File: config.mk
export PLATFORM = sky130hd
export DESIGN_NAME = dma_sync_seq
export DESIGN_NICKNAME = d
export VERILOG_FILES = /design/src/rtl/dma_sync_pkg.sv /design/src/rtl/dma_addr_gen.sv /design/src/rtl/dma_xfer_count.sv /design/src/rtl/dma_seq_fsm.sv /design/src/rtl/dma_sync_seq.sv
export SDC_FILE = /design/constraint.sdc
export NUM_CORES = 1
export LEC_CHECK = 0
export ABC_CLOCK_PERIOD_IN_PS = 4300
export BUFFER_PORTS_ARGS = -buffer_cell sky130_fd_sc_hd__buf_2
export CAP_MARGIN = 15
export CORE_UTILIZATION = 30
export DETAILED_ROUTE_END_ITERATION = 7
export GPL_TIMING_DRIVEN = 1
export PLACE_DENSITY = 0.49
export SYNTH_ARGS = -nofsm -noshare
export SYNTH_HDL_FRONTEND = slang
export SYNTH_SLANG_ARGS = --single-unit
File: constraint.sdc
create_clock -name clk_i -period 4.3 [get_ports clk_i]
set_input_delay 0.215 -clock clk_i [delete_from_list [all_inputs] [get_ports clk_i]]
set_output_delay 0.215 -clock clk_i [all_outputs]
set_load 0.01 [all_outputs]
File: src/rtl/dma_sync_pkg.sv
package dma_sync_pkg;
  // encoded as {fs, bs}
  typedef enum logic [1:0] {
    SYNC_ELEM  = 2'b00,
    SYNC_BLOCK = 2'b01,
    SYNC_FRAME = 2'b10,
    SYNC_PKT   = 2'b11
  } sync_mode_e;

  typedef enum logic [1:0] {
    ST_IDLE = 2'b00,
    ST_RD   = 2'b01,
    ST_WR   = 2'b10
  } seq_state_e;

  localparam logic [1:0] AMODE_INC = 2'b01;
  localparam int unsigned NSIDE = 2;

  function automatic logic [2:0] esize_step(input logic [1:0] es);
    case (es)
      2'd0:    return 3'd1;
      2'd1:    return 3'd2;
      default: return 3'd4;
    endcase
  endfunction
endpackage

File: src/rtl/dma_addr_gen.sv
module dma_addr_gen #(
  parameter int unsigned AW = 32
) (
  input  logic          clk_i,
  input  logic          rst_ni,
  input  logic          load_i,
  input  logic [AW-1:0] base_i,
  input  logic [2:0]    step_i,
  input  logic          inc_i,
  input  logic          adv_i,
  output logic [AW-1:0] addr_o
);
  logic [AW-1:0] addr_q;
  logic [2:0]    step_q;
  logic          inc_q;

  always_ff @(posedge clk_i or negedge rst_ni) begin
    if (!rst_ni) begin
      addr_q <= '0;
      step_q <= '0;
      inc_q  <= 1'b0;
    end else if (load_i) begin
      addr_q <= base_i;
      step_q <= step_i;
      inc_q  <= inc_i;
    end else if (adv_i && inc_q) begin
      addr_q <= addr_q + AW'(step_q);
    end
  end

  assign addr_o = addr_q;
endmodule

File: src/rtl/dma_xfer_count.sv
module dma_xfer_count #(
  parameter int unsigned EW = 24,
  parameter int unsigned FW = 16,
  parameter int unsigned PW = 16
) (
  input  logic          clk_i,
  input  logic          rst_ni,
  input  logic          load_i,
  input  logic [EW-1:0] elems_i,
  input  logic [FW-1:0] frames_i,
  input  logic [PW-1:0] pkt_i,
  input  logic          start_i,
  input  logic          adv_i,
  output logic          last_frame_o,
  output logic          last_block_o,
  output logic          pkt_last_o
);
  logic [EW-1:0] elems_q, elem_left_q;
  logic [FW-1:0] frame_left_q;
  logic [PW-1:0] pkt_q, budget_q;

  assign last_frame_o = (elem_left_q == EW'(1));
  assign last_block_o = last_frame_o && (frame_left_q == FW'(1));
  assign pkt_last_o   = (budget_q == PW'(1));

  always_ff @(posedge clk_i or negedge rst_ni) begin
    if (!rst_ni) begin
      elems_q      <= '0;
      elem_left_q  <= '0;
      frame_left_q <= '0;
      pkt_q        <= '0;
      budget_q     <= '0;
    end else if (load_i) begin
      elems_q      <= elems_i;
      elem_left_q  <= elems_i;
      frame_left_q <= frames_i;
      pkt_q        <= pkt_i;
      budget_q     <= '0;
    end else if (start_i) begin
      budget_q <= pkt_q;
    end else if (adv_i) begin
      budget_q <= budget_q - PW'(1);
      if (last_frame_o) begin
        elem_left_q  <= elems_q;
        frame_left_q <= frame_left_q - FW'(1);
      end else begin
        elem_left_q <= elem_left_q - EW'(1);
      end
    end
  end
endmodule

File: src/rtl/dma_seq_fsm.sv
module dma_seq_fsm
  import dma_sync_pkg::*;
(
  input  logic       clk_i,
  input  logic       rst_ni,
  input  logic       cfg_we_i,
  input  logic       cfg_en_i,
  input  logic [1:0] cfg_mode_i,
  input  logic       req_i,
  input  logic       rd_ready_i,
  input  logic       wr_ready_i,
  input  logic       last_frame_i,
  input  logic       last_block_i,
  input  logic       pkt_last_i,
  output seq_state_e state_o,
  output logic       start_o,
  output logic       adv_o,
  output logic       en_o,
  output logic       done_o
);
  seq_state_e state_q;
  sync_mode_e mode_q;
  logic       en_q, pend_q, done_q;
  logic       take, burst_end, pend_n;

  always_comb begin
    take      = en_q && (state_q == ST_IDLE) && (req_i || pend_q);
    start_o   = take && !cfg_we_i;
    adv_o     = (state_q == ST_WR) && wr_ready_i && !cfg_we_i;
    burst_end = last_block_i
             || (mode_q == SYNC_ELEM)
             || ((mode_q == SYNC_FRAME) && last_frame_i)
             || ((mode_q == SYNC_PKT) && pkt_last_i);
    // one pending slot; a request used to start this cycle is not kept
    pend_n    = (pend_q && !take) || (req_i && !(take && !pend_q));
  end

  always_ff @(posedge clk_i or negedge rst_ni) begin
    if (!rst_ni) begin
      state_q <= ST_IDLE;
      mode_q  <= SYNC_ELEM;
      en_q    <= 1'b0;
      pend_q  <= 1'b0;
      done_q  <= 1'b0;
    end else if (cfg_we_i) begin
      state_q <= ST_IDLE;
      mode_q  <= sync_mode_e'(cfg_mode_i);
      en_q    <= cfg_en_i;
      pend_q  <= 1'b0;
      done_q  <= 1'b0;
    end else begin
      done_q <= 1'b0;
      if (!en_q) begin
        pend_q <= 1'b0;
      end else begin
        pend_q <= pend_n;
        unique case (state_q)
          ST_IDLE: if (take) state_q <= ST_RD;
          ST_RD:   if (rd_ready_i) state_q <= ST_WR;
          ST_WR: begin
            if (wr_ready_i) begin
              if (last_block_i) begin
                state_q <= ST_IDLE;
                en_q    <= 1'b0;
                done_q  <= 1'b1;
                pend_q  <= 1'b0;
              end else if (burst_end) begin
                state_q <= ST_IDLE;
              end else begin
                state_q <= ST_RD;
              end
            end
          end
          default: state_q <= ST_IDLE;
        endcase
      end
    end
  end

  assign state_o = state_q;
  assign en_o    = en_q;
  assign done_o  = done_q;
endmodule

File: src/rtl/dma_sync_seq.sv
module dma_sync_seq
  import dma_sync_pkg::*;
#(
  parameter int unsigned AW = 32,
  parameter int unsigned EW = 24,
  parameter int unsigned FW = 16,
  parameter int unsigned PW = 16
) (
  input  logic          clk_i,
  input  logic          rst_ni,
  input  logic          cfg_we_i,
  input  logic          cfg_en_i,
  input  logic          cfg_fs_i,
  input  logic          cfg_bs_i,
  input  logic          cfg_pkt_src_i,
  input  logic [1:0]    cfg_esize_i,
  input  logic [EW-1:0] cfg_elems_i,
  input  logic [FW-1:0] cfg_frames_i,
  input  logic [PW-1:0] cfg_pkt_elems_i,
  input  logic [1:0]    cfg_src_amode_i,
  input  logic [1:0]    cfg_dst_amode_i,
  input  logic [AW-1:0] cfg_src_addr_i,
  input  logic [AW-1:0] cfg_dst_addr_i,
  input  logic          dma_req_i,
  output logic          rd_valid_o,
  output logic [AW-1:0] rd_addr_o,
  input  logic          rd_ready_i,
  output logic          wr_valid_o,
  output logic [AW-1:0] wr_addr_o,
  input  logic          wr_ready_i,
  output logic          en_o,
  output logic          busy_o,
  output logic          block_done_o
);
  logic [EW-1:0] elems_ld;
  logic [FW-1:0] frames_ld;
  logic [PW-1:0] pkt_ld;
  logic          pkt_mode;
  logic [2:0]    step;
  logic          start, adv, last_frame, last_block, pkt_last;
  seq_state_e    state;

  logic [NSIDE-1:0]         side_inc;
  logic [NSIDE-1:0]         side_amode_inc;
  logic [NSIDE-1:0]         side_held;
  logic [NSIDE-1:0][AW-1:0] side_base, side_addr;

  // zero counts behave as one
  assign elems_ld  = (cfg_elems_i     == '0) ? EW'(1) : cfg_elems_i;
  assign frames_ld = (cfg_frames_i    == '0) ? FW'(1) : cfg_frames_i;
  assign pkt_ld    = (cfg_pkt_elems_i == '0) ? PW'(1) : cfg_pkt_elems_i;
  assign pkt_mode  = cfg_fs_i && cfg_bs_i;
  assign step      = esize_step(cfg_esize_i);

  // side 0 = source (read), side 1 = destination (write)
  assign side_base[0]      = cfg_src_addr_i;
  assign side_base[1]      = cfg_dst_addr_i;
  assign side_amode_inc[0] = (cfg_src_amode_i == AMODE_INC);
  assign side_amode_inc[1] = (cfg_dst_amode_i == AMODE_INC);
  assign side_held[0]      = pkt_mode && cfg_pkt_src_i;
  assign side_held[1]      = pkt_mode && !cfg_pkt_src_i;

  for (genvar s = 0; s < NSIDE; s++) begin : g_side
    assign side_inc[s] = side_amode_inc[s] && !side_held[s];
    dma_addr_gen #(.AW(AW)) u_agen (
      .clk_i  (clk_i),
      .rst_ni (rst_ni),
      .load_i (cfg_we_i),
      .base_i (side_base[s]),
      .step_i (step),
      .inc_i  (side_inc[s]),
      .adv_i  (adv),
      .addr_o (side_addr[s])
    );
  end

  dma_xfer_count #(.EW(EW), .FW(FW), .PW(PW)) u_cnt (
    .clk_i        (clk_i),
    .rst_ni       (rst_ni),
    .load_i       (cfg_we_i),
    .elems_i      (elems_ld),
    .frames_i     (frames_ld),
    .pkt_i        (pkt_ld),
    .start_i      (start),
    .adv_i        (adv),
    .last_frame_o (last_frame),
    .last_block_o (last_block),
    .pkt_last_o   (pkt_last)
  );

  dma_seq_fsm u_fsm (
    .clk_i        (clk_i),
    .rst_ni       (rst_ni),
    .cfg_we_i     (cfg_we_i),
    .cfg_en_i     (cfg_en_i),
    .cfg_mode_i   ({cfg_fs_i, cfg_bs_i}),
    .req_i        (dma_req_i),
    .rd_ready_i   (rd_ready_i),
    .wr_ready_i   (wr_ready_i),
    .last_frame_i (last_frame),
    .last_block_i (last_block),
    .pkt_last_i   (pkt_last),
    .state_o      (state),
    .start_o      (start),
    .adv_o        (adv),
    .en_o         (en_o),
    .done_o       (block_done_o)
  );

  assign rd_valid_o = (state == ST_RD);
  assign wr_valid_o = (state == ST_WR);
  assign busy_o     = (state != ST_IDLE);
  assign rd_addr_o  = side_addr[0];
  assign wr_addr_o  = side_addr[1];
endmodule

==> results.toml <==
[flow_run]
maxCapViolations = 0

[clock_network]
clk_pin_slew_ns = 0.08
clk_path_buf_depth = 2
clock_latency_ns = 0.44
cts_tree = "yes"
h-tree-depth = 4
cts_root_buf = "clkbuf_16"
cts_buffers = 17
cts_setup_buffers = 0
cts_resized = 0
clock_sinks = 172

[power]
pwr_density_cell_nw_per_um2 = 338.6
ir_drop_v = 0.0002634
leakage_nw = 5.211

[global_route]
grt.met2_usage_pct = 28.58
grt-ovfl-total = 0
grt_pass1_wl_mm = 48.13
grt_busiest_layer = "met2"
grt_use_met1_pct = 25.61
grt_usage_pct = 18.46
grtUsageMet3_pct = 3.393
antenna_found_initial = 5
grt_max_degree = 96
grt_pass1_vias = 8697

[sta]
tns_ns = 0
setup_viol = 0
finalCriticalPeriod_ns = 3.171
finalCritPeriodShare_pct = 73.74
finalHoldViolations = 0
worst_pin_slew_ns = 1.071
rsz0062_at_grt = "no"
slew_violations = 0
clock.fmax_ghz = 0.3154
fin_worst_skew_ns = 0.01499
slew_headroom_pct = 28.29
hold_slack_ns = 0.02492

[worst_setup_path]
critPathCaptureType = "register"
critPathTopFamily = "simple AND/OR/NAND/NOR gates"
cp_slowest_cell = "or4_1"
cp-start-kind = "register"
r2r-start = "u_cnt.elem_left_q[3]$_DFFE_PN0P_"
crit_buf_inv = 0
critical-path-max-stage-delay_ns = 0.78
required_ns = 4.57
crit_chain = "or4_1 > or4_4 > or3_1 > nor4_1 > o32ai_1"
critPathLaunch = "u_cnt.elem_left_q[3]$_DFFE_PN0P_"
critPathKind = "reg2reg"
worstPathMaxFanout = 17
crit_arrival_ns = 3.44

[routing]
avgRoutedWirePerCell_um = 17.21
viasPerCell = 5.091
num_vias = 8915
drt-total-wl_mm = 30.14
ant_nets = 0
drt-initial-drc-count = 627
drc_errors = 0
dr.pass1.iters = 5

[worst_hold_path]
hp-start = "cfg_src_addr_i[30]"
hp-class = "in2reg"

[synth]
ys_types = 69
synth_compound_area_share_pct = 14.78
netlist_area_um2 = 9761
ys_seq_area_share_pct = 44.10
synth_nets = 1213
synthArstFlopShare_pct = 100.0
muxShareOfSynthArea_pct = 5.051
ys_ff_latch = 172
yosys.area_share.simple_pct = 22.68
synth_edf_count = 0
synthFlopType = "dfrtp_1"
synth-xor-area-share_pct = 7.448
synthAdderAreaFrac_pct = 2.051
synth_top_family_by_area = "simple AND/OR/NAND/NOR gates"
yosys_warnings = 0
syn_area_per_cell_um2 = 9.182
synthCells = 1063

[place]
hpwl_mm = 21.37
port_buffers = 204
place_congestion = 0.8029
placed_cell_area_um2 = 11190

[floorplan]
die_w_um = 182.4
start_util_pct = 30.69
die_height_um = 182.4
rows = 65
die_area_um2 = 33260
io_pins = 205
core_um2 = 31800

[layout]
fin_util_pct = 38.96
area_growth_pct = 26.92
nFillCells = 3269
drive_above_1_share_pct = 22.44
stdcell_area_um2 = 12390
nets = 1447

[run_status]
outcome = "finished clean"
## state kept, by name, indices dropped and copies added, names as in the netlist, 3 cells and up
name                  count
u_cnt.elem_left_q        24
u_cnt.budget_q           16
g_side.u_agen.step_q      3
g_side.u_agen.addr_o     64
u_cnt.elems_q            24
u_cnt.frame_left_q       16
u_cnt.pkt_q              16
## power breakdown
part	total [mW]	switching, mW	internal [mW]
clock network	1.59	0.709	0.879
logic	0.687	0.364	0.323
registers	1.92	0.160	1.76
total	4.20	1.23	2.96
## timing repair
| action | in CTS | in global routing |
|---|---|---|
| hold buffers | 59 | 0 |
| endpoints found under the hold margin | 134 | 0 |
| setup endpoints to repair | 0 | 0 |
## worst paths after layout
check	end	slack, ns	cells after the start
min in group asynchronous	g_side[1].u_agen.addr_o[20]$_DFFE_PN0P_	0.40	2
max in group asynchronous	u_cnt.elem_left_q[0]$_DFFE_PN0P_	2.88	3
setup reg to reg	u_cnt.frame_left_q[11]$_DFFE_PN0P_	1.13	5
setup / recovery	u_cnt.frame_left_q[11]$_DFFE_PN0P_	1.13	5
hold / removal	g_side[0].u_agen.addr_o[30]$_DFFE_PN0P_	0.02	3
hold reg to reg	u_cnt.budget_q[8]$_DFFE_PN0P_	0.50	2
## tightest hold or removal path: stages
cell	delay [ns]
buf_2	0.10
nand2_1	0.05
o21ai_0	0.06
## layer usage
metal	up-vias	share of wire, %
met5	-	0
met4	0	2.2
met3	36	4.6
met2	249	45
met1	4258	48
li1	4372	-
## synthesized netlist by cell type (all sizes together), types with 12 or more instances
cell	instances	area share, %
dfrtp	172	44
nand2	122	4.7
o21ai	103	5.3
nor2	57	2.2
nor4	50	3.4
xnor2	49	4.4
clkbuf	45	1.7
inv	40	1.5
nor3	39	2.1
nand3	36	1.8
mux2	34	3.9
xor2	34	3.1
nand4	25	1.6
a21oi	24	1.2
or3	17	1.1
and3	16	1.0
buf	13	0.63
a211oi	12	0.92
ha	12	1.5
## metrics by stage
| stage | power (mW) | setup WS [ns] | std cells |
|---|---|---|---|
| after floorplan | 2.296 | 1.860 | 1063 |
| after global placement | 2.591 | 1.191 | 1653 |
| after detailed placement | 2.597 | 1.149 | 1653 |
| after CTS | 4.254 | 1.137 | 1744 |
| after global routing | 4.420 | 1.003 | 1748 |
| final | 4.195 | 1.129 | 1751 |
## kinds of logic after synthesis
group	count (synthesis)
simple gates	423
buf+inv	98
xor+xnor	83
compound gates	227
fa+ha+maj	15
mux	45
flops	172
## cell usage in the layout, fill, tap and decap left out, types with 8 or more instances in the layout
cell type	Yosys	layout
a211oi_1	12	12
a21oi_1	24	24
a22oi_1	9	9
a31oi_1	11	11
and2_1	10	10
and3_1	16	16
buf_2	4	202
buf_4	0	9
clkbuf_16	0	17
dfrtp_1	172	172
dlygate4sd3_1	0	59
ha_1	12	12
inv_1	40	40
mux2_2	34	34
mux2i_1	11	11
nand2_1	122	122
nand3_1	36	36
nand4_1	25	25
nor2_1	57	57
nor3_1	38	38
nor4_1	49	49
o21ai_0	102	102
o31ai_1	9	9
or3_1	17	17
or4_1	8	8
xnor2_1	49	49
xor2_1	34	34
## cell type report
class / count / area (um^2) / share of cell area [%]
sequential: 172 / 4304 / 34.74
clock buffer: 20 / 446.7 / 3.606
timing repair buffer: 273 / 1712 / 13.82
inverter: 40 / 150.1 / 1.212
multi-input combinational: 793 / 5076 / 40.98
tap: 435 / 544.3 / 4.394
antenna: 6 / 15.01 / 0.1212
clock inverter: 12 / 140.1 / 1.131
Power figures use the tool's default switching activity.
